### src/rtl/tone_fmt_pkg.sv
package tone_fmt_pkg;
   localparam int DEF_TONE_W = 13;
   localparam int DEF_PERIOD = 4095;
   localparam int DEF_CORES  = 3;

   // Count width that holds values 0 .. period-1
   function automatic int cnt_width(input int period);
      return (period <= 2) ? 1 : $clog2(period);
   endfunction
endpackage

### src/rtl/tone_dac_formatter.sv
module tone_dac_formatter #(
   parameter int TONE_W = tone_fmt_pkg::DEF_TONE_W
) (
   input  logic                    clk,
   input  logic                    rst,
   input  logic signed [TONE_W-1:0] in_a,
   input  logic signed [TONE_W-1:0] in_b,
   output logic        [TONE_W:0]   code_q
);
   localparam int SUM_W = TONE_W + 1;
   localparam logic [SUM_W-1:0] MID = {1'b1, {(SUM_W-1){1'b0}}};

   generate
      if (TONE_W < 2) begin : g_bad_w
         $error("tone_dac_formatter: TONE_W must be at least 2");
      end
   endgenerate

   logic signed [SUM_W-1:0] sum_s;
   logic        [SUM_W-1:0] ofs_code;

   // Full-precision sum: one guard bit, no wrap possible
   always_comb begin
      sum_s    = SUM_W'(in_a) + SUM_W'(in_b);
      ofs_code = {~sum_s[SUM_W-1], sum_s[SUM_W-2:0]};
   end

   // Output flop keeps the pin path short
   always_ff @(posedge clk) begin
      if (rst) code_q <= MID;
      else     code_q <= ofs_code;
   end

   // code one edge later equals the previous inputs plus the mid-scale offset
   assert_code_follows_R2: assert property (@(posedge clk) disable iff (rst)
      !$past(rst) |-> (code_q == SUM_W'(SUM_W'($past(in_a)) + SUM_W'($past(in_b)) + MID)));

   // reset leaves mid-scale on the pins
   assert_reset_mid_R4: assert property (@(posedge clk)
      $past(rst) |-> (code_q == MID));
endmodule

### src/rtl/settle_counter.sv
module settle_counter #(
   parameter int PERIOD = tone_fmt_pkg::DEF_PERIOD
) (
   input  logic clk,
   input  logic rst,
   input  logic en,
   output logic pulse_q
);
   localparam int CNT_W = tone_fmt_pkg::cnt_width(PERIOD);
   localparam logic [CNT_W-1:0] LAST = CNT_W'(PERIOD - 1);

   generate
      if (PERIOD < 2) begin : g_bad_p
         $error("settle_counter: PERIOD must be at least 2");
      end
   endgenerate

   logic [CNT_W-1:0] cnt_q;
   logic             at_last;

   assign at_last = (cnt_q == LAST);

   always_ff @(posedge clk) begin
      if (rst) begin
         cnt_q   <= '0;
         pulse_q <= 1'b0;
      end else if (en) begin
         cnt_q   <= at_last ? '0 : cnt_q + 1'b1;
         pulse_q <= at_last;
      end else begin
         pulse_q <= 1'b0;
      end
   end

   // count frozen while disabled
   assert_hold_R5: assert property (@(posedge clk) disable iff (rst)
      !en |=> $stable(cnt_q));

   // no pulse follows a disabled edge
   assert_gated_R5: assert property (@(posedge clk) disable iff (rst)
      (!en && !rst) |=> !pulse_q);

   // pulse lasts one cycle
   assert_single_R6: assert property (@(posedge clk) disable iff (rst)
      pulse_q |=> !pulse_q);

   // count never passes the terminal value
   assert_range_R6: assert property (@(posedge clk) disable iff (rst)
      cnt_q <= LAST);

   // a pulse is always followed by a count of zero
   assert_wrap_R6: assert property (@(posedge clk) disable iff (rst)
      pulse_q |-> (cnt_q == '0));
endmodule

### src/rtl/expiry_combiner.sv
module expiry_combiner #(
   parameter int N_CORES = tone_fmt_pkg::DEF_CORES,
   parameter bit REG_OUT = 1'b0
) (
   input  logic               clk,
   input  logic               rst,
   input  logic [N_CORES-1:0] flags,
   output logic               ok_n
);
   generate
      if (N_CORES < 1) begin : g_bad_n
         $error("expiry_combiner: N_CORES must be at least 1");
      end

      if (REG_OUT) begin : g_flop
         always_ff @(posedge clk) begin
            if (rst) ok_n <= 1'b1;
            else     ok_n <= ~(|flags);
         end
         // any flag pulls the line low one edge later
         assert_any_low_R8: assert property (@(posedge clk) disable iff (rst)
            (|flags) |=> !ok_n);
      end else begin : g_comb
         assign ok_n = ~(|flags);
         // quiet flags keep the line high
         assert_quiet_high_R8: assert property (@(posedge clk) disable iff (rst)
            (flags == '0) |-> ok_n);
      end
   endgenerate
endmodule

### src/rtl/tone_dac_trigger.sv
module tone_dac_trigger #(
   parameter int TONE_W     = tone_fmt_pkg::DEF_TONE_W,
   parameter int PERIOD     = tone_fmt_pkg::DEF_PERIOD,
   parameter int N_CORES    = tone_fmt_pkg::DEF_CORES,
   parameter bit STATUS_REG = 1'b0
) (
   input  logic                     clk,
   input  logic                     rst,
   input  logic signed [TONE_W-1:0] tone_a,
   input  logic signed [TONE_W-1:0] tone_b,
   input  logic                     cnt_en,
   input  logic [N_CORES-1:0]       core_expired,
   output logic [TONE_W:0]          dac_code,
   output logic                     arm_pulse,
   output logic                     status_led_n
);
   tone_dac_formatter #(.TONE_W(TONE_W)) u_fmt (
      .clk(clk), .rst(rst), .in_a(tone_a), .in_b(tone_b), .code_q(dac_code)
   );

   settle_counter #(.PERIOD(PERIOD)) u_cnt (
      .clk(clk), .rst(rst), .en(cnt_en), .pulse_q(arm_pulse)
   );

   expiry_combiner #(.N_CORES(N_CORES), .REG_OUT(STATUS_REG)) u_exp (
      .clk(clk), .rst(rst), .flags(core_expired), .ok_n(status_led_n)
   );
endmodule

### config.mk
export PLATFORM = sky130hd
export DESIGN_NAME = tone_dac_trigger
export DESIGN_NICKNAME = d
export VERILOG_FILES = /design/src/rtl/tone_fmt_pkg.sv /design/src/rtl/tone_dac_formatter.sv /design/src/rtl/settle_counter.sv /design/src/rtl/expiry_combiner.sv /design/src/rtl/tone_dac_trigger.sv
export SDC_FILE = /design/constraint.sdc
export NUM_CORES = 1
export LEC_CHECK = 0
export BUFFER_PORTS_ARGS = -buffer_cell sky130_fd_sc_hd__buf_4
export CAP_MARGIN = 5
export CORE_MARGIN = 2
export CORE_UTILIZATION = 40
export CTS_CLUSTER_SIZE = 24
export DETAILED_ROUTE_END_ITERATION = 16
export PLACE_DENSITY = 0.66
export SLEW_MARGIN = 15
export SYNTH_ARGS = -nofsm -noshare
export SYNTH_HDL_FRONTEND = slang
export SYNTH_HIERARCHICAL = 1
export SYNTH_SLANG_ARGS = --single-unit
### constraint.sdc
create_clock -name clk -period 1.85 [get_ports clk]
set_input_delay 0.185 -clock clk [delete_from_list [all_inputs] [get_ports clk]]
set_output_delay 0.185 -clock clk [all_outputs]
set_load 0.05 [all_outputs]
==> metrics.cfg, run 1 <==
[sta]
min_period_over_period_pct=94.5
relSlewSlack_pct=80.9
fmaxAchievable_mhz=572
finalSetupViolCount=0
worst_hold_slack_ps=159
period_needed_ps=1750
rsz0062_at_grt=no
fin_setup_tns_ps=0
fin_skew_ps=4.32
fin_ws_ps=102
report.final.slew_viol_count=0
hold_violations=0
tightest_slew_ps=283

[cts]
cts.sinks=27
clk_path_buf_depth=2
cts_hold_buf=0
postCtsSetupRepairBufs=0
cts_tree=built
cts_htree_levels=1
cts_made_buffers=3
cts_resized=0
clk_pin_slew_worst_paths_ps=90
clkLatencyLatePin_ps=270
cts_root_buffer=clkbuf_8

[job]
maxCapViolations=0

[power_and_ir_drop]
internal-power_uw=1000
powerDensity_nw_per_um2=717
p_switching_uw=511
power_leakage_uw=0.000950
clkPwrFrac_pct=21.9
combPwrFrac_pct=35.7
p_sw_share_pct=33.7
p_seq_share_pct=42.5
ir_worst_vdd_v=0.000313

[critical_path]
reg2reg_slack_ps=260
critPathTopFamily=compound AO/OA/AOI/OAI gates
worstPathCellList=buf_4 > ha_1 > fa_1 > a21oi_1 > o221ai_1 > a211oi_1 > xor2_1 > nor2_1
cp_slowest_stage_delay_ps=400
r2r-start=u_cnt/cnt_q[0]$_SDFFE_PP0P_
endpoint_kind=register
worst-path-buf-inv=1
startpoint_type=primary input
worstPathRequired_ps=2010
worstSetupPathType=in -> reg
arrival_ps=1910
rr_endpoint=u_cnt/cnt_q[10]$_SDFFE_PP0P_
crit_path_top_delay_cell=fa_1
worstPathMaxFanout=3
r2r_cells=4

[yosys]
syn_area_per_cell_sq_um=8.77
synth_cell_types=38
synthesis.area_sq_um=1580
yosysWarnings=6
syn_inst=180
ys_async_sr_fraction_pct=0
synth_seq_area_share_pct=34.3
synth_edf_count=0
synth_flop_cell=dfxtp_1
synth_seq_cells=27
synth.net_count=228

[min_path]
hp-start=cnt_en
hold_depth=2
min_to=u_cnt/cnt_q[1]$_SDFFE_PP0P_
worstHoldPathType=in -> reg

[floorplan]
core_area_sq_um=3720
fp.dieW_um=66.8
rows=22
start_util_pct=42.5
die_area_sq_um=4460
die_h_um=66.8
io_pins=48

[placement]
dp.final_hpwl_um=2660
port_buffers=47
place_ws_ps=-187
gp_congestion=0.772

[layout]
layout-drive-gt1-share_pct=30.5
antennaDiodeCount=0
mostFrequentLayoutCells=buf_4 (61), dfxtp_1 (27), nor2_1 (21)
utilization_pct=56.9
nets=288
syn_to_final_growth_pct=33.9
nFillCells=360
final_common_cell=buf_4

[drt]
drt-wirelength-per-cell_um=11.5
drcViolationCount=0
vias_per_cell=5.04
ant_nets=0
dr.pass1.iters=4
drt_iter0_markers=74
wirelength_um=3300
vias=1446

[global_route]
grt.met1_usage_pct=18.7
use_met3_pct=2.20
grt_pass1_vias=1358
grtUsageMet2_pct=29.5
antenna_found_initial=0
grt_pass1_wl_um=5580
overflow=0
grt_use_total_pct=16.0
grt_start_max_net_pins=23
gr-max-usage-layer=met2

[run_status]
outcome=complete, no violations

-- stage by stage --
step                      cells  power [uW]  cell area [sq um]
after floorplan             180        1010               1580
after global placement      283        1200               2070
after detailed placement    283        1200               2070
after CTS                   287        1530               2110
after global routing        287        1620               2110
final                       287        1520               2110
-- cell type report --
class,count,area (sq um),share of cell area (%)
Clock inverter,1,5.00,0.237
Clock buffer,3,41.3,1.95
Sequential cell,27,541,25.6
Tap cell,48,60.1,2.84
Inverter,7,26.3,1.24
Timing Repair Buffer,61,458,21.7
Multi-Input combinational cell,140,982,46.5
-- power groups by stage --
stage	logic [uW]	registers, uW	clock network, uW
final	541	644	332
after global routing	588	650	378
after CTS	544	645	344
after detailed placement	542	658	0
after global placement	541	657	0
after floorplan	207	799	0
-- worst max path at each step --
stage                     startpoint                     endpoint  slack [ps]  depth (start not counted)
after floorplan            tone_a[0]  u_fmt/code_q[12]$_SDFF_PP0_          70                          7
after global placement     tone_a[0]  u_fmt/code_q[12]$_SDFF_PP0_        -170                          8
after detailed placement   tone_a[0]  u_fmt/code_q[12]$_SDFF_PP0_        -190                          8
after CTS                  tone_a[0]  u_fmt/code_q[12]$_SDFF_PP0_         110                          8
after global routing       tone_a[0]  u_fmt/code_q[12]$_SDFF_PP0_          10                          8
final                      tone_a[0]  u_fmt/code_q[12]$_SDFF_PP0_         100                          8
-- flip-flops by register name (all words and copies together), names as in the netlist --
register       cells
u_cnt/pulse_q      1
u_fmt/code_q      14
u_cnt/cnt_q       12
-- worst reg2reg max path, stage by stage (launching register included) --
cell and delay (ps):
dfxtp_1 470, ha_1 230, nand4_2 190, or4_1 500, a21oi_1 140
-- routing by layer --
metal / up-vias / share of wire [%]
met5: - / 0
li1: 767 / -
met1: 652 / 45
met4: 0 / 0.82
met3: 2 / 3.1
met2: 25 / 51
-- synthesized netlist by cell type (4+ instances only) --
cell type,number,area [sq um]
o21ai_0,7,35.0
nor2_1,21,78.8
nand2_1,10,37.5
or3_1,4,25.0
dfxtp_1,27,541
a21oi_1,14,70.1
xnor2_1,6,52.6
ha_1,15,188
xor2_1,6,52.6
nor2b_1,4,25.0
a21o_1,4,30.0
inv_1,7,26.3
a211oi_1,4,30.0
nand4_1,6,37.5
nand3_1,7,35.0
-- cell families (layout without fill, tap and decap cells) --
group	after synthesis	count (layout)	share of synthesized area, %
AOI/OAI and AO/OA	44	44	18.3
xor gates and xnor gates	12	12	6.66
adders and majority gates	16	16	13.2
buffers and inverters	13	72	3.49
DFF	27	27	34.3
muxes	2	2	1.43
and+or+nand+nor	66	66	22.7
(Power assumes the default switching activity.)
==> run 2, diff against run 1 <==
--- a/config.mk
+++ b/config.mk
@@ -8,10 +8,10 @@
 export BUFFER_PORTS_ARGS = -buffer_cell sky130_fd_sc_hd__buf_4
 export CAP_MARGIN = 5
 export CORE_MARGIN = 2
-export CORE_UTILIZATION = 40
+export CORE_UTILIZATION = 30
 export CTS_CLUSTER_SIZE = 24
 export DETAILED_ROUTE_END_ITERATION = 16
-export PLACE_DENSITY = 0.66
+export PLACE_DENSITY = 0.52
 export SLEW_MARGIN = 15
 export SYNTH_ARGS = -nofsm -noshare
 export SYNTH_HDL_FRONTEND = slang
==> run 2 against run 1 <==
  * Cell count grew 8.0%
  * Critical path depth decreased by 1
  * Sequential power rose by 0.6%
  * Global-route usage decreased by 3.1 points
  * Register-to-register slack hardly changed
  * First-iteration DRC count is 32% lower
  * Maximum frequency increased by 4.2%
  * Routed wire length rose by 5.0%
  * Clock skew increased by 1.3 ps
  * Hold slack about the same
  * Sequential cell count stayed put
  * Final area is 1.8% higher
==> metrics.cfg, run 2 (same netlist as run 1, synthesis figures left out) <==
[run_status]
outcome=complete, no violations

[placement]
place_area_sq_um=2100  ; +1.7%
port_buffers=47  ; unchanged
dp.final_hpwl_um=2730  ; +2.9%
gp_congestion=0.800  ; +3.6%
place_ws_ps=-180  ; +6.91 ps

[sta]
worst_hold_slack_ps=159  ; -0.311 ps
hold_violations=0  ; unchanged
tightest_slew_ps=515  ; +232 ps
report.final.slew_viol_count=0  ; unchanged
fin_skew_ps=5.60  ; +1.28 ps
relSlewSlack_pct=65.3  ; -16 points
period_needed_ps=1680  ; -70.2 ps
fin_ws_ps=172  ; +70.2 ps
finalSetupViolCount=0  ; unchanged
min_period_over_period_pct=90.7  ; -3.8 points
rsz0062_at_grt=no
fmaxAchievable_mhz=596  ; +4.2%

[cts]
cts_tree=built
clk_pin_slew_worst_paths_ps=90  ; about the same
cts.sinks=27  ; unchanged
cts_root_buffer=clkbuf_8
clk_path_buf_depth=2  ; unchanged
cts_htree_levels=1  ; unchanged
clkLatencyLatePin_ps=270  ; about the same
cts_hold_buf=0  ; unchanged
cts_made_buffers=3  ; unchanged
cts_resized=0  ; unchanged
postCtsSetupRepairBufs=0  ; unchanged

[drt]
ant_nets=0  ; unchanged
vias_per_cell=4.58  ; -9.1%
vias=1419  ; -1.9%
drcViolationCount=0  ; unchanged
wirelength_um=3470  ; +5.0%
dr.pass1.iters=4  ; unchanged
drt_iter0_markers=50  ; -32%
drt-wirelength-per-cell_um=11.2  ; -2.8%

[floorplan]
io_pins=48  ; unchanged
core_area_sq_um=5110  ; +37%
fp.dieW_um=76.5  ; +15%
start_util_pct=30.9  ; -12 points
rows=26  ; +18%
die_area_sq_um=5860  ; +31%
die_h_um=76.5  ; +15%

[global_route]
antenna_found_initial=0  ; unchanged
grt_use_total_pct=12.9  ; -3.1 points
grt_start_max_net_pins=23  ; unchanged
overflow=0  ; unchanged
grt_pass1_wl_um=6310  ; +13%
grt_pass1_vias=1428  ; +5.2%

[layout]
nets=289  ; +0.35%
antennaDiodeCount=0  ; unchanged
final_common_cell=buf_4
layout-drive-gt1-share_pct=31.3  ; +0.71 points
design_area_sq_um=2150  ; +1.8%
mostFrequentLayoutCells=buf_4 (62), dfxtp_1 (27), nor2_1 (21)
largestRegisters=u_fmt/code_q: 14 flops, u_cnt/cnt_q: 12 flops, u_cnt/pulse_q: 1 flops
regArea_sq_um=541  ; unchanged
regMostFlops=u_fmt/code_q
largest_reg_flops=14  ; unchanged
syn_to_final_growth_pct=36.4
nFillCells=552  ; +53%
multi_input_area_sq_um=986  ; +0.38%

[critical_path]
startpoint_type=primary input
worstPathRequired_ps=2020  ; about the same
worstSetupStartpoint=tone_a[1]
endpoint_kind=register
r2r-start=u_cnt/cnt_q[0]$_SDFFE_PP0P_
crit_path_end=u_fmt/code_q[9]$_SDFF_PP0_
worstPathMaxFanout=4  ; +1
arrival_ps=1850  ; -60 ps
r2r_cells=4  ; unchanged
rr_endpoint=u_cnt/cnt_q[10]$_SDFFE_PP0P_
worstSetupPathType=in -> reg
reg2reg_slack_ps=270  ; about the same

[power_and_ir_drop]
powerDensity_nw_per_um2=709  ; -1.1%
ir_worst_vdd_v=0.000296  ; -5.5%
power_leakage_uw=0.000955  ; +0.51%

[min_path]
worstHoldPathType=in -> reg

[job]
maxCapViolations=0  ; unchanged

==> run 2: stage by stage <==
step	total power, uW	TNS, ps	instances	utilization (%)
6_report	1530	0	310	42.1
5_1_grt	1630	0	310	42.1
4_1_cts	1550	0	310	42.1
3_5_place_dp	1210	-542	306	41.2
3_3_place_gp	1210	-366	306	41.2
2_1_floorplan	1010	0	180	-
==> run 2: per-layer routing <==
layer  up-vias  global-route usage (%)  part of all wire, %
met4         0                    2.73                 0.78
met3         2                    2.96                  3.7
met2        26                    22.1                   48
met5         -                       0                    0
li1        771                       -                    -
met1       620                    16.5                   48
==> run 2: worst max-delay path, stage by stage <==
cell     delay [ps]
buf_4           120
ha_1            280
a21o_1          150
a21oi_1         170
o21ai_0         230
a31oi_1         330
mux2_2          370
==> run 2: report_power, final <==
| group | switching [uW] | total, uW | internal (uW) |
|---|---|---|---|
| clock network | 181 | 332 | 151 |
| logic | 312 | 547 | 236 |
| registers | 21.4 | 648 | 626 |
| total | 514 | 1530 | 1010 |
==> run 2: worst min path at each step <==
| stage | from | endpoint | slack [ps] | cells past startpoint |
|---|---|---|---|---|
| after floorplan | rst | u_cnt/pulse_q$_SDFF_PP0_ | 260 | 1 |
| after global placement | cnt_en | u_cnt/cnt_q[1]$_SDFFE_PP0P_ | 450 | 2 |
| after detailed placement | cnt_en | u_cnt/cnt_q[1]$_SDFFE_PP0P_ | 450 | 2 |
| after CTS | cnt_en | u_cnt/cnt_q[1]$_SDFFE_PP0P_ | 150 | 2 |
| after global routing | cnt_en | u_cnt/cnt_q[1]$_SDFFE_PP0P_ | 170 | 2 |
| final | cnt_en | u_cnt/cnt_q[1]$_SDFFE_PP0P_ | 160 | 2 |
==> run 2: final cells by class <==
type,count,share of cell area [%]
Clock inverter,1,0.233
Tap cell,70,4.07
Multi-Input combinational cell,140,45.8
Timing Repair Buffer,62,21.6
Inverter,7,1.22
Sequential cell,27,25.1
Clock buffer,3,1.92
